--- src/rtl/sed_pkg.sv ---
// Shared types for the sector-erase command decoder.
package sed_pkg;

    // Decoder states. Every state before ST_WINDOW still reads array data.
    typedef enum logic [2:0] {
        ST_READ,
        ST_UL1,
        ST_UL2,
        ST_SETUP,
        ST_UL3,
        ST_UL4,
        ST_WINDOW,
        ST_ERASE
    } sed_state_e;

    // Classification of a single bus write.
    typedef struct packed {
        logic unlock_a;   // first unlock value at its address
        logic unlock_b;   // second unlock value at its address
        logic setup;      // erase set-up command at its address
        logic sect_cmd;   // sector erase command with an in-range sector
        logic suspend;    // erase suspend command
    } sed_cls_t;

endpackage

--- src/rtl/sed_cycle_class.sv ---
// Combinational classifier for one bus write.
// Compares address and data against the command constants and decodes the
// sector index in the upper address bits into a one-hot vector.
// Assumes the sector field occupies addr[ADDR_W-1:SECT_LSB].
module sed_cycle_class
    import sed_pkg::*;
#(
    parameter int ADDR_W   = 15,
    parameter int DATA_W   = 8,
    parameter int NUM_SECT = 11,
    parameter int SECT_LSB = 11,
    parameter logic [ADDR_W-1:0] ADDR_A  = 'h555,
    parameter logic [ADDR_W-1:0] ADDR_B  = 'h2AA,
    parameter logic [DATA_W-1:0] DATA_A  = 'hAA,
    parameter logic [DATA_W-1:0] DATA_B  = 'h55,
    parameter logic [DATA_W-1:0] DATA_SU = 'h80,
    parameter logic [DATA_W-1:0] DATA_SE = 'h30,
    parameter logic [DATA_W-1:0] DATA_SP = 'hB0
) (
    input  logic [ADDR_W-1:0]   addr,
    input  logic [DATA_W-1:0]   data,
    output sed_cls_t            cls,
    output logic [NUM_SECT-1:0] sect_onehot
);
    localparam int SECT_W = ADDR_W - SECT_LSB;

    logic [SECT_W-1:0] sect_idx;
    assign sect_idx = addr[ADDR_W-1:SECT_LSB];

    // One-hot sector decode; indices past NUM_SECT map to no bit.
    for (genvar g = 0; g < NUM_SECT; g++) begin : g_dec
        assign sect_onehot[g] = (sect_idx == SECT_W'(g));
    end

    // Match each command pattern.
    always_comb begin
        cls.unlock_a = (addr == ADDR_A) && (data == DATA_A);
        cls.unlock_b = (addr == ADDR_B) && (data == DATA_B);
        cls.setup    = (addr == ADDR_A) && (data == DATA_SU);
        cls.sect_cmd = (data == DATA_SE) && (|sect_onehot);
        cls.suspend  = (data == DATA_SP);
    end
endmodule

--- src/rtl/sed_win_timer.sv ---
// Acceptance-window timer counting microsecond ticks.
// Holds at zero while not running or when restarted. Flags expiry on the
// tick that completes WIN_US ticks since the last restart.
// Assumes the caller gives restart priority over expiry.
module sed_win_timer #(
    parameter int WIN_US = 50
) (
    input  logic clk,
    input  logic rst_n,
    input  logic run,
    input  logic restart,
    input  logic tick,
    output logic expire
);
    localparam int CNT_W = $clog2(WIN_US + 1);

    logic [CNT_W-1:0] cnt;

    // Tick counter, cleared by reset, restart or idle.
    always_ff @(posedge clk) begin
        if (!rst_n || restart || !run) begin
            cnt <= '0;
        end else if (tick) begin
            cnt <= cnt + 1'b1;
        end
    end

    assign expire = run && tick && (cnt == CNT_W'(WIN_US - 1));
endmodule

--- src/rtl/sed_sector_buf.sv ---
// Sector bitmap register for the erase buffer.
// Clear has priority over add. Added sectors are ORed in.
module sed_sector_buf #(
    parameter int NUM_SECT = 11
) (
    input  logic                clk,
    input  logic                rst_n,
    input  logic                clr,
    input  logic                add,
    input  logic [NUM_SECT-1:0] add_mask,
    output logic [NUM_SECT-1:0] mask
);
    // Accumulate the selected sectors.
    always_ff @(posedge clk) begin
        if (!rst_n || clr) begin
            mask <= '0;
        end else if (add) begin
            mask <= mask | add_mask;
        end
    end
endmodule

--- src/rtl/sector_erase_decoder.sv ---
// Sector-erase command decoder.
// Tracks the six-write erase sequence and then holds an acceptance window in
// which more sectors can be queued. When the window expires it pulses
// erase_go and holds the bitmap until erase_done.
// Assumes wr_stb and us_tick are single-cycle pulses synchronous to clk.
module sector_erase_decoder
    import sed_pkg::*;
#(
    parameter int ADDR_W   = 15,
    parameter int DATA_W   = 8,
    parameter int NUM_SECT = 11,
    parameter int SECT_LSB = 11,
    parameter int WIN_US   = 50
) (
    input  logic                clk,
    input  logic                rst_n,
    input  logic                wr_stb,
    input  logic [ADDR_W-1:0]   wr_addr,
    input  logic [DATA_W-1:0]   wr_data,
    input  logic                us_tick,
    input  logic                erase_done,
    output logic [NUM_SECT-1:0] sect_mask,
    output logic                erase_go,
    output logic                win_expired,
    output logic                read_array
);
    sed_state_e          st, nxt;
    sed_cls_t            cls;
    logic [NUM_SECT-1:0] onehot;
    logic                buf_clr, buf_add, tmr_restart, expire;

    sed_cycle_class #(
        .ADDR_W(ADDR_W), .DATA_W(DATA_W),
        .NUM_SECT(NUM_SECT), .SECT_LSB(SECT_LSB)
    ) u_class (
        .addr(wr_addr), .data(wr_data), .cls(cls), .sect_onehot(onehot)
    );

    sed_win_timer #(.WIN_US(WIN_US)) u_timer (
        .clk(clk), .rst_n(rst_n), .run(st == ST_WINDOW),
        .restart(tmr_restart), .tick(us_tick), .expire(expire)
    );

    sed_sector_buf #(.NUM_SECT(NUM_SECT)) u_buf (
        .clk(clk), .rst_n(rst_n), .clr(buf_clr), .add(buf_add),
        .add_mask(onehot), .mask(sect_mask)
    );

    // Next-state and buffer/timer control.
    always_comb begin
        nxt         = st;
        buf_clr     = 1'b0;
        buf_add     = 1'b0;
        tmr_restart = 1'b0;
        case (st)
            ST_READ:  if (wr_stb && cls.unlock_a) nxt = ST_UL1;
            ST_UL1:   if (wr_stb) nxt = cls.unlock_b ? ST_UL2   : ST_READ;
            ST_UL2:   if (wr_stb) nxt = cls.setup    ? ST_SETUP : ST_READ;
            ST_SETUP: if (wr_stb) nxt = cls.unlock_a ? ST_UL3   : ST_READ;
            ST_UL3:   if (wr_stb) nxt = cls.unlock_b ? ST_UL4   : ST_READ;
            ST_UL4: begin
                if (wr_stb) begin
                    if (cls.sect_cmd) begin
                        nxt         = ST_WINDOW;
                        buf_add     = 1'b1;
                        tmr_restart = 1'b1;
                    end else begin
                        nxt = ST_READ;
                    end
                end
            end
            ST_WINDOW: begin
                if (wr_stb && cls.sect_cmd) begin
                    buf_add     = 1'b1;
                    tmr_restart = 1'b1;
                end else if (wr_stb && !cls.suspend) begin
                    nxt     = ST_READ;
                    buf_clr = 1'b1;
                end else if (expire) begin
                    nxt = ST_ERASE;
                end
            end
            ST_ERASE: begin
                if (erase_done) begin
                    nxt     = ST_READ;
                    buf_clr = 1'b1;
                end
            end
            default: begin
                nxt     = ST_READ;
                buf_clr = 1'b1;
            end
        endcase
    end

    // State register and erase start pulse.
    always_ff @(posedge clk) begin
        if (!rst_n) begin
            st       <= ST_READ;
            erase_go <= 1'b0;
        end else begin
            st       <= nxt;
            erase_go <= (st == ST_WINDOW) && (nxt == ST_ERASE);
        end
    end

    assign win_expired = (st == ST_ERASE);
    assign read_array  = (st != ST_WINDOW) && (st != ST_ERASE);
endmodule

--- config.mk ---
export PLATFORM = sky130hd
export DESIGN_NAME = sector_erase_decoder
export DESIGN_NICKNAME = d
export VERILOG_FILES = /design/src/rtl/sed_pkg.sv /design/src/rtl/sed_cycle_class.sv /design/src/rtl/sed_win_timer.sv /design/src/rtl/sed_sector_buf.sv /design/src/rtl/sector_erase_decoder.sv
export SDC_FILE = /design/constraint.sdc
export NUM_CORES = 1
export LEC_CHECK = 0
export BUFFER_PORTS_ARGS = -buffer_cell sky130_fd_sc_hd__buf_2
export CAP_MARGIN = 25
export CORE_MARGIN = 2
export CORE_UTILIZATION = 40
export DETAILED_ROUTE_END_ITERATION = 12
export PLACE_DENSITY = 0.68
export REMOVE_ABC_BUFFERS = 1
export SLEW_MARGIN = 30
export SYNTH_ARGS = -nofsm -noshare
export SYNTH_HDL_FRONTEND = slang
export SYNTH_HIERARCHICAL = 1
export SYNTH_SLANG_ARGS = --single-unit
--- constraint.sdc ---
create_clock -name clk -period 2.1 [get_ports clk]
set_input_delay 0.525 -clock clk [delete_from_list [all_inputs] [get_ports clk]]
set_output_delay 0.525 -clock clk [all_outputs]
set_load 0.01 [all_outputs]
==> flow_summary.toml <==
[detailed_routing]
num_vias = 1215
drt_first_pass_iters = 4
avgRoutedWirePerCell_um = 12.1
detailedRoute.firstIterationViolations = 68
drt.antenna.violating_nets = 0
drt_drc_violations_left = 0
vias_per_cell = 5.28
drt_wl_total_um = 2790

[place]
placement.setup.worst_slack_ns = -0.0420
placed_cell_area_mm2 = 0.00149
place.gp.congestion = 0.901
post-dp-hpwl_um = 2220
place.port_buffers = 41

[synthesis]
ys_seq_elements = 21
synthFlopType = "dfxtp_1"
ys.warnings.count = 6
syn_area_mm2 = 0.00124
syn_inst = 153
synth.lib_cells_used.distinct = 42
synth_enable_flop_cells = 0
synthArstFlopShare_pct = 0
avgSynthCellArea_um2 = 8.14
synth_sequential_area_ratio_pct = 33.8

[cells_and_area]
flow.area_growth_from_synthesis_pct = 21.7
final_area_mm2 = 0.00152
fraction_of_final_layout_cells_with_drive_strength_greater_than_1_pct = 30.5
most-common-layout-cells = "buf_2, nor2_1, dfxtp_1"
diodes = 0
fill_cells = 295
final_core_utilization_pct = 50.5
num-nets-final = 228
final_common_cell = "buf_2"

[worst_setup_path]
reg2reg_depth = 4
cell_family_with_most_cp_delay = "flip-flops"
setup.worst_path.end = "win_expired"
crit_fanout = 13
crit_buf_inv = 1
timing.critical_path.slowest_stage_cell = "dfxtp_1"
critical_path_class = "flip-flop to output pin"
timing.reg2reg.setup_slack_ns = 0.57
critical_path_depth = 2
worst_setup_path_end_kind = "output pin"
slowest_delay_ns = 0.64
worstSetupStartpointType = "flip-flop"
required_ns = 1.57
rr_startpoint = "st[0]"
cp-startpoint = "st[0]"
r2r_end = "u_timer/cnt[1]"
cp.arrival_ns = 1.34
path_cells = "and3_2 > buf_2"

[cts]
postCtsSetupRepairBufs = 0
clkLatencyLatePin_ns = 0.31
cts_inserted_buffers = 3
cts.htree.levels = 1
clock_transition_at_the_register_clock_pins_on_the_worst_setup_and_hold_paths_after_cts_ns = 0.12
ctsHoldBuffers = 0
cts-root-to-sink-buffers = 2
cts_tree = "yes"
post_cts_resize_count = 0
cts_sinks = 21
cts_root_buffer = "clkbuf_4"

[power]
power.leakage_nw = 0.604
vdd_drop_max_uv = 343
power-per-cell-area_mw_per_mm2 = 446

[sta]
final_critical_path_setup_slack_ns = 0.239
max_slew.worst_pin.slew_ns = 0.483
slew_violations = 0
finalSetupViolCount = 0
final_hold_viol_count = 0
finalSetupTns_ns = 0
fmax_mhz = 537
rsz0062_at_grt = "false"
timing.slew.headroom_pct = 67.7
final_worst_path_period_share_pct = 88.6
finClkSkew_ns = 0.000752
final.min_clock_period_ns = 1.86

[global_routing]
wire_length_of_the_first_global_routing_pass_um = 4690
global_route.overflow_total = 0
globalRouteTotalUtil_pct = 16.9
largest_net_degree_at_the_start_of_global_routing = 14
initial_antenna_violation_count = 0
via_count_of_the_first_global_routing_pass = 1139

[floorplan]
floorplan.initialDensity_pct = 41.5
number_of_standard_cell_rows_in_the_floorplan = 20
die_area_mm2 = 0.00357
die-height_um = 59.8
boundaryPins = 42
die_w_um = 59.8
core_area_mm2 = 0.00300

[status]
run_status = "finished, final reports clean"

[flow_run]
max_cap_violations = 0

[hold_path]
hold_path_class = "flip-flop to flip-flop"
[layout make-up]
type	count	area [µm²]	area share, %
inverters	2	7.51	0.495
clock inverters	1	5.00	0.330
repair buffers	46	243	16.0
clock buffers	3	22.5	1.49
flip-flops and latches	21	420	27.7
multi-input cells	124	776	51.2
well taps	33	41.3	2.73
[power by group]
part | switching (mW) | total, mW | internal, mW | leakage, nW
Clock | 0.129 | 0.200 | 0.0711 | 0.0177
Sequential | 0.0000000118 | 0.398 | 0.398 | 0.169
Combinational | 0.0422 | 0.0779 | 0.0357 | 0.417
[state kept, by name, indices dropped and copies added, names as in the netlist]
register and flops:
u_timer/cnt 6, u_buf/mask 11, erase_go 1, st 3
[worst reg2reg max path: stages (launching register included)]
cell	delay, ns
dfxtp_1	0.64
xnor2_1	0.18
nor3_1	0.08
nand3b_1	0.27
a211oi_1	0.27
[logic make-up (layout without fill, tap and decap cells)]
family	Yosys count	count (layout)	synth area share [%]
simple gates	88	88	42.6
xor+xnor	5	5	3.52
mux	4	4	3.22
compound gates	25	25	11.0
flops	21	21	33.8
buf+inv	8	52	3.92
fa+ha+maj	2	2	2.01
[how the worst min path moves through the flow]
stage,startpoint,end,slack [ns],cells past startpoint
finish,u_buf/mask[7],u_buf/mask[7],0.49,2
global placement,u_buf/mask[0],u_buf/mask[0],0.45,2
global route,us_tick,u_timer/cnt[1],0.46,2
floorplan,u_timer/cnt[5],u_timer/cnt[5],0.46,2
detailed placement,u_buf/mask[7],u_buf/mask[7],0.46,2
CTS,us_tick,u_timer/cnt[1],0.48,2
[per-stage QoR]
step           total power [mW]  hold slack (ns)  cells
2_1_floorplan             0.435            0.458    147
3_3_place_gp              0.483            0.447    226
3_5_place_dp              0.485            0.458    226
4_1_cts                   0.684            0.478    230
5_1_grt                   0.714            0.463    230
6_report                  0.676            0.487    230
[synthesized netlist by cell type (2+ instances only)]
| cell | instances | area [µm²] |
|---|---|---|
| ha_1 | 2 | 25.0 |
| nand2b_1 | 4 | 25.0 |
| dfxtp_1 | 21 | 420 |
| buf_2 | 3 | 15.0 |
| o21ai_0 | 4 | 20.0 |
| xor2_1 | 3 | 26.3 |
| nor2_1 | 28 | 105 |
| nor3b_1 | 4 | 30.0 |
| nand3_1 | 3 | 15.0 |
| nand4_1 | 3 | 18.8 |
| nand2_1 | 11 | 41.3 |
| nor2b_1 | 2 | 12.5 |
| a21oi_1 | 16 | 80.1 |
| nor4bb_1 | 3 | 30.0 |
| xnor2_1 | 2 | 17.5 |
| inv_1 | 2 | 7.51 |
| or3_1 | 2 | 12.5 |
| mux2i_1 | 4 | 40.0 |
| nor3_1 | 10 | 50.1 |
| nor3_2 | 2 | 20.0 |
| nand4b_1 | 3 | 26.3 |
[routing by layer]
| layer | up-vias | track usage (%) | part of all wire, % |
|---|---|---|---|
| met5 | - | 0 | 0 |
| met4 | 0 | 5.71 | 0.68 |
| met2 | 28 | 28.4 | 48 |
| li1 | 633 | - | - |
| met1 | 552 | 21.5 | 47 |
| met3 | 2 | 3.46 | 4.4 |
No activity file was read; power rests on OpenSTA's default activity.
